<file path="config.mk">
export PLATFORM = sky130hd
export DESIGN_NAME = sdram_act_guard
export DESIGN_NICKNAME = d
export VERILOG_FILES = /design/src/rtl/sag_pkg.sv /design/src/rtl/sag_decode.sv /design/src/rtl/sag_bank.sv /design/src/rtl/sag_rrd.sv /design/src/rtl/sag_rules.sv /design/src/rtl/sdram_act_guard.sv
export SDC_FILE = /design/constraint.sdc
export NUM_CORES = 1
export LEC_CHECK = 0
export ABC_CLOCK_PERIOD_IN_PS = 6000
export CAP_MARGIN = 20
export CORE_ASPECT_RATIO = 0.9
export CORE_UTILIZATION = 40
export CTS_BUF_LIST = sky130_fd_sc_hd__clkbuf_4
export DETAILED_ROUTE_END_ITERATION = 10
export HOLD_SLACK_MARGIN = 0.08
export PLACE_DENSITY = 0.68
export SLEW_MARGIN = 20
export SYNTH_ARGS = -nofsm -noshare
export SYNTH_HDL_FRONTEND = slang
export SYNTH_SLANG_ARGS = --single-unit
</file>
<file path="constraint.sdc">
create_clock -name clk_i -period 6 [get_ports clk_i]
set_clock_uncertainty 0.15 [all_clocks]
set_input_delay 1.2 -clock clk_i [delete_from_list [all_inputs] [get_ports clk_i]]
set_output_delay 1.2 -clock clk_i [all_outputs]
set_load 0.02 [all_outputs]
</file>
<file path="src/rtl/sag_pkg.sv">
package sag_pkg;
  typedef enum logic [2:0] {
    CMD_NOP = 3'd0,
    CMD_ACT = 3'd1,
    CMD_RD  = 3'd2,
    CMD_WR  = 3'd3,
    CMD_PRE = 3'd4
  } cmd_e;

  typedef enum logic [2:0] {
    ERR_NONE    = 3'd0,
    ERR_RCD     = 3'd1,
    ERR_RC      = 3'd2,
    ERR_RRD     = 3'd3,
    ERR_RASMAX  = 3'd4,
    ERR_ACTOPEN = 3'd5
  } err_e;
endpackage

</file>
<file path="src/rtl/sag_decode.sv">
module sag_decode
  import sag_pkg::*;
(
  input  logic cs_ni,
  input  logic ras_ni,
  input  logic cas_ni,
  input  logic we_ni,
  output cmd_e cmd_o
);
  always_comb begin
    cmd_o = CMD_NOP;
    if (!cs_ni) begin
      unique case ({ras_ni, cas_ni, we_ni})
        3'b011:  cmd_o = CMD_ACT;
        3'b101:  cmd_o = CMD_RD;
        3'b100:  cmd_o = CMD_WR;
        3'b010:  cmd_o = CMD_PRE;
        default: cmd_o = CMD_NOP;
      endcase
    end
  end
endmodule

</file>
<file path="src/rtl/sag_bank.sv">
module sag_bank #(
  parameter int RW  = 12,
  parameter int CW  = 8,
  parameter int SAT = 100
) (
  input  logic          clk_i,
  input  logic          rst_ni,
  input  logic          act_i,
  input  logic          pre_i,
  input  logic [RW-1:0] row_i,
  output logic          open_o,
  output logic [RW-1:0] row_o,
  output logic [CW-1:0] cnt_o
);
  localparam logic [CW-1:0] SAT_C = CW'(SAT);

  always_ff @(posedge clk_i or negedge rst_ni) begin
    if (!rst_ni) begin
      open_o <= 1'b0;
      row_o  <= '0;
      cnt_o  <= SAT_C;
    end else begin
      if (act_i) begin
        open_o <= 1'b1;
        row_o  <= row_i;
        cnt_o  <= CW'(1);
      end else begin
        if (pre_i) open_o <= 1'b0;
        if (cnt_o < SAT_C) cnt_o <= cnt_o + CW'(1);
      end
    end
  end
endmodule

</file>
<file path="src/rtl/sag_rrd.sv">
module sag_rrd #(
  parameter int BW   = 2,
  parameter int TRRD = 2,
  localparam int RCW = $clog2(TRRD + 1) + 1
) (
  input  logic           clk_i,
  input  logic           rst_ni,
  input  logic           act_i,
  input  logic [BW-1:0]  bank_i,
  output logic [RCW-1:0] cnt_o,
  output logic [BW-1:0]  last_bank_o
);
  localparam logic [RCW-1:0] SAT_C = RCW'(TRRD);

  always_ff @(posedge clk_i or negedge rst_ni) begin
    if (!rst_ni) begin
      cnt_o       <= SAT_C;
      last_bank_o <= '0;
    end else if (act_i) begin
      cnt_o       <= RCW'(1);
      last_bank_o <= bank_i;
    end else if (cnt_o < SAT_C) begin
      cnt_o <= cnt_o + RCW'(1);
    end
  end
endmodule

</file>
<file path="src/rtl/sag_rules.sv">
module sag_rules
  import sag_pkg::*;
#(
  parameter int NB       = 4,
  parameter int BW       = 2,
  parameter int CW       = 8,
  parameter int RCW      = 3,
  parameter int TRCD     = 3,
  parameter int TRC      = 9,
  parameter int TRRD     = 2,
  parameter int TRAS_MAX = 100
) (
  input  cmd_e                  cmd_i,
  input  logic [BW-1:0]         bank_i,
  input  logic [NB-1:0]         open_i,
  input  logic [NB-1:0][CW-1:0] cnt_i,
  input  logic [RCW-1:0]        rrd_cnt_i,
  input  logic [BW-1:0]         last_bank_i,
  output err_e                  code_o,
  output logic [NB-1:0]         act_go_o,
  output logic [NB-1:0]         pre_go_o,
  output logic [NB-1:0]         ras_hit_o
);
  localparam logic [CW-1:0]  TRCD_C  = CW'(TRCD);
  localparam logic [CW-1:0]  TRC_C   = CW'(TRC);
  localparam logic [CW-1:0]  RASX_C  = CW'(TRAS_MAX + 1);
  localparam logic [RCW-1:0] TRRD_C  = RCW'(TRRD);

  logic [CW-1:0] sel_cnt;
  logic          sel_open;

  assign sel_cnt  = cnt_i[bank_i];
  assign sel_open = open_i[bank_i];

  always_comb begin
    code_o = ERR_NONE;
    unique case (cmd_i)
      CMD_ACT: begin
        if (sel_open)                                   code_o = ERR_ACTOPEN;
        else if (sel_cnt < TRC_C)                       code_o = ERR_RC;
        else if (last_bank_i != bank_i && rrd_cnt_i < TRRD_C) code_o = ERR_RRD;
      end
      CMD_RD, CMD_WR: begin
        if (!sel_open || sel_cnt < TRCD_C)              code_o = ERR_RCD;
      end
      default: code_o = ERR_NONE;
    endcase
  end

  for (genvar b = 0; b < NB; b++) begin : g_bank
    assign act_go_o[b]  = (cmd_i == CMD_ACT) && (code_o == ERR_NONE) && (bank_i == BW'(b));
    assign pre_go_o[b]  = (cmd_i == CMD_PRE) && (bank_i == BW'(b));
    assign ras_hit_o[b] = open_i[b] && (cnt_i[b] == RASX_C) && !pre_go_o[b];
  end
endmodule

</file>
<file path="src/rtl/sdram_act_guard.sv">
module sdram_act_guard
  import sag_pkg::*;
#(
  parameter int NB       = 4,
  parameter int RW       = 12,
  parameter int TRCD     = 3,
  parameter int TRC      = 9,
  parameter int TRRD     = 2,
  parameter int TRAS_MAX = 12000,
  localparam int BW      = $clog2(NB),
  localparam int SAT0    = (TRC > TRCD) ? TRC : TRCD,
  localparam int SAT     = (SAT0 > TRAS_MAX + 2) ? SAT0 : TRAS_MAX + 2,
  localparam int CW      = $clog2(SAT + 1),
  localparam int RCW     = $clog2(TRRD + 1) + 1
) (
  input  logic             clk_i,
  input  logic             rst_ni,
  input  logic             cs_ni,
  input  logic             ras_ni,
  input  logic             cas_ni,
  input  logic             we_ni,
  input  logic [BW-1:0]    bank_i,
  input  logic [RW-1:0]    addr_i,
  output logic             cmd_ok_o,
  output logic [NB-1:0]    open_o,
  output logic [NB*RW-1:0] open_rows_o,
  output logic             err_o,
  output logic [2:0]       err_code_o,
  output logic [BW-1:0]    err_bank_o
);
  cmd_e                  cmd;
  err_e                  code;
  logic [NB-1:0]         act_go, pre_go, ras_hit;
  logic [NB-1:0][CW-1:0] cnt;
  logic [NB-1:0][RW-1:0] rows;
  logic [RCW-1:0]        rrd_cnt;
  logic [BW-1:0]         last_bank;

  sag_decode u_dec (
    .cs_ni (cs_ni),
    .ras_ni(ras_ni),
    .cas_ni(cas_ni),
    .we_ni (we_ni),
    .cmd_o (cmd)
  );

  for (genvar b = 0; b < NB; b++) begin : g_bank
    sag_bank #(.RW(RW), .CW(CW), .SAT(SAT)) u_bank (
      .clk_i (clk_i),
      .rst_ni(rst_ni),
      .act_i (act_go[b]),
      .pre_i (pre_go[b]),
      .row_i (addr_i),
      .open_o(open_o[b]),
      .row_o (rows[b]),
      .cnt_o (cnt[b])
    );
  end

  sag_rrd #(.BW(BW), .TRRD(TRRD)) u_rrd (
    .clk_i      (clk_i),
    .rst_ni     (rst_ni),
    .act_i      (|act_go),
    .bank_i     (bank_i),
    .cnt_o      (rrd_cnt),
    .last_bank_o(last_bank)
  );

  sag_rules #(
    .NB(NB), .BW(BW), .CW(CW), .RCW(RCW),
    .TRCD(TRCD), .TRC(TRC), .TRRD(TRRD), .TRAS_MAX(TRAS_MAX)
  ) u_rules (
    .cmd_i      (cmd),
    .bank_i     (bank_i),
    .open_i     (open_o),
    .cnt_i      (cnt),
    .rrd_cnt_i  (rrd_cnt),
    .last_bank_i(last_bank),
    .code_o     (code),
    .act_go_o   (act_go),
    .pre_go_o   (pre_go),
    .ras_hit_o  (ras_hit)
  );

  assign cmd_ok_o    = (code == ERR_NONE);
  assign open_rows_o = rows;

  // lowest bank wins if several rows expire together
  logic [BW-1:0] ras_bank;
  always_comb begin
    ras_bank = '0;
    for (int b = NB - 1; b >= 0; b--) if (ras_hit[b]) ras_bank = BW'(b);
  end

  always_ff @(posedge clk_i or negedge rst_ni) begin
    if (!rst_ni) begin
      err_o      <= 1'b0;
      err_code_o <= ERR_NONE;
      err_bank_o <= '0;
    end else if (code != ERR_NONE) begin
      err_o      <= 1'b1;
      err_code_o <= code;
      err_bank_o <= bank_i;
    end else if (|ras_hit) begin
      err_o      <= 1'b1;
      err_code_o <= ERR_RASMAX;
      err_bank_o <= ras_bank;
    end else begin
      err_o      <= 1'b0;
      err_code_o <= ERR_NONE;
      err_bank_o <= '0;
    end
  end
endmodule

</file>
==> flow_summary.toml <==
[logic_synthesis]
synth_cells = 550
synth-seq-cells = 119
synth_cell_types = 54
syn_avg_cell_area_um2 = 11.15
async_flop_share_pct = 100.0
synth_area_um2 = 6132
synth_seq_area_share_pct = 49.23
syn_nets = 579
synth_flop_cell = "dfrtp_1"
synth_edf_count = 0
yosys_warnings = 0

[placed_design]
routabilityCongestion = 0.8369
placed_cells = 799
preCtsSetupSlack_ps = 674.3
port_buffers = 78
dp_hpwl_mm = 9.505

[drt]
wl_per_cell_um = 16.38
num_vias = 4445
wl_mm = 13.61
drt_first_iter_violations = 245
viasPerCell = 5.349
drt_drc_violations_left = 0
detail-route-antenna-nets = 0
drt_pass1_iterations = 4

[min_path]
hold_class = "register to register"

[sta]
fin_crit_sh_pct = 89.19
setup_tns_ps = 0
rsz0062_at_grt = "false"
fmax_ghz = 0.1869
finalMaxSlewViolations = 0
timing.final.ws_setup_ps = 648.4
fin_crit_ps = 5352
hold_viol_final = 0
worst_pin_slew_ps = 985.0
hold_ws_ps = 367.3
slew-limit-headroom_pct = 34.03
setup_viol = 0

[die]
dieArea_um2 = 15830
initial_core_util_pct = 41.38
io_pins = 79
core_region_area_um2 = 14820
die_w_um = 132.5
num_rows = 42
fp.dieH_um = 119.5

[global_routing]
grt_max_degree = 77
grt-ovfl-total = 0
grt_pass1_vias = 4471
antenna_found_initial = 0
grt_usage_pct = 18.50
grt_pass1_wl_mm = 23.17

[cts]
clk_pin_slew_ps = 110
cts_tree = "built"
cts_hold_buf = 0
post_cts_resized = 0
cts-root-buf = "clkbuf_4"
cts_made_buffers = 17
cts_sinks = 119
ctsHtreeMaxLevel = 4
cts.path.max_buffers = 2
post_cts_buffers = 0
clk_latency_ps = 530

[worst_setup_path]
critPathSlowestCell = "clkdlybuf4s50_1"
crit_path_max_incr_delay_ps = 730
path_class = "input pin to output port"
start_kind = "input pin"
crit_fanout = 17
cp-end-kind = "output port"
path_cells = "clkdlybuf4s50_1, xor2_1, o21ai_2, nand4_1, and4_1, or3_1, inv_1, clkdlybuf4s50_1"
arrival_ps = 4000
crit_buf_inv = 3
cp_top_family = "buffers and inverters"
cp_common_cell = "clkdlybuf4s50_1"
cp.required_ps = 4650

[layout]
fin_cells = 831
drive_gt1_share_pct = 21.80
multi_input_area_um2 = 2825
seqCellArea_um2 = 3019
antennaDiodeCount = 0
nFillCells = 1368
area_growth_pct = 18.69
final_nets = 649
post-route-util_pct = 49.11

[power]
peakVddDrop_mv = 0.2234
power_leakage_nw = 3.128
power_density_nw_per_um2 = 475.9

[job]
maxCapViolCount = 0

[run_status]
status = "complete, no violations"
synthesized netlist by cell type (4+ instances only):
master	instances	share of area [%]
nor3b_1	4	0.49
ha_1	9	1.8
inv_1	14	0.86
buf_2	5	0.41
and3_1	14	1.4
clkbuf_1	14	0.86
a21oi_1	9	0.73
xnor2_1	28	4.0
nand3_1	17	1.4
xor2_1	23	3.3
a211oi_1	8	0.98
nand2_1	42	2.6
nor2_1	69	4.2
a21o_1	4	0.49
dfstp_2	33	14
buf_6	6	1.1
mux2_2	27	5.0
buf_4	4	0.49
mux2_4	24	5.9
a31oi_1	5	0.51
nor4_1	10	1.0
or3_1	5	0.51
nor3_1	15	1.2
dfrtp_1	86	35
nand2b_1	7	0.71
mux4_2	4	1.5
o21ai_0	4	0.33
nand4_1	17	1.7
state kept, by name (all words and copies together) (netlist names):
register              count
err_bank_o                2
err_code_o                3
err_o                     1
g_bank.u_bank.cnt_o      56
g_bank.u_bank.open_o      4
g_bank.u_bank.row_o      48
u_rrd.cnt_o               3
u_rrd.last_bank_o         2
final cells by class:
type / count / area share (%)
Clock inverter: 15 / 2.613
Timing Repair Buffer: 83 / 11.21
Tap cell: 198 / 3.404
Sequential cell: 119 / 41.48
Multi-Input combinational cell: 385 / 38.82
Clock buffer: 17 / 1.753
Inverter: 14 / 0.7220
path summary, 6_finish.rpt:
| path | startpoint | endpoint | slack, ps | depth (start not counted) |
|---|---|---|---|---|
| min in group asynchronous | rst_ni | g_bank[1].u_bank.cnt_o[8]$_DFFE_PN0P_ | 630 | 1 |
| setup reg to reg | g_bank[1].u_bank.cnt_o[2]$_DFFE_PN0P_ | g_bank[1].u_bank.row_o[3]$_DFFE_PN0N_ | 2890 | 6 |
| hold reg to reg | g_bank[3].u_bank.row_o[0]$_DFFE_PN0N_ | g_bank[3].u_bank.row_o[0]$_DFFE_PN0N_ | 370 | 1 |
| hold / removal | g_bank[3].u_bank.row_o[0]$_DFFE_PN0N_ | g_bank[3].u_bank.row_o[0]$_DFFE_PN0N_ | 370 | 1 |
| setup / recovery | bank_i[1] | cmd_ok_o | 650 | 8 |
| max in group asynchronous | rst_ni | g_bank[0].u_bank.row_o[3]$_DFFE_PN0N_ | 3910 | 2 |
layer usage:
layer  global-route usage [%]  part of all wire [%]  up-vias
li1                         -                     -     2064
met1                    24.62                    46     2247
met2                    29.11                    46      123
met3                    6.258                   7.1       11
met4                    4.167                  0.89        0
met5                        0                     0        -
metrics by stage:
stage	area, um2	power (mW)
5_1_grt	7278	3.707
2_1_floorplan	6132	2.381
4_1_cts	7278	3.486
6_report	7278	3.464
3_3_place_gp	6960	2.783
3_5_place_dp	6960	2.828
cell families after synthesis:
kind of cell | after synthesis | synth area share [%]
buffers and inverters | 46 | 4.693
AO/OA/AOI/OAI | 44 | 5.468
flip-flops | 119 | 49.23
XOR/XNOR | 51 | 7.284
adder cells (fa/ha/maj) | 9 | 1.836
multiplexers | 58 | 13.06
AND/OR/NAND/NOR | 223 | 18.42
placed cells by master (no fill, tap or decap), types with 15 or more instances in the layout:
| cell | count |
|---|---|
| nand2_1 | 42 |
| dfstp_2 | 33 |
| nor3_1 | 15 |
| mux2_2 | 27 |
| clkbuf_4 | 17 |
| clkdlybuf4s50_1 | 77 |
| xnor2_1 | 28 |
| nor2_1 | 69 |
| mux2_4 | 24 |
| nand3_1 | 17 |
| xor2_1 | 23 |
| dfrtp_1 | 86 |
| nand4_1 | 17 |
power by group:
group | total [mW] | internal (mW) | switching (mW)
logic | 1.23 | 0.617 | 0.613
clock network | 0.637 | 0.298 | 0.338
registers | 1.60 | 1.20 | 0.401
total | 3.46 | 2.11 | 1.35
No activity file was read; power rests on OpenSTA's default activity.
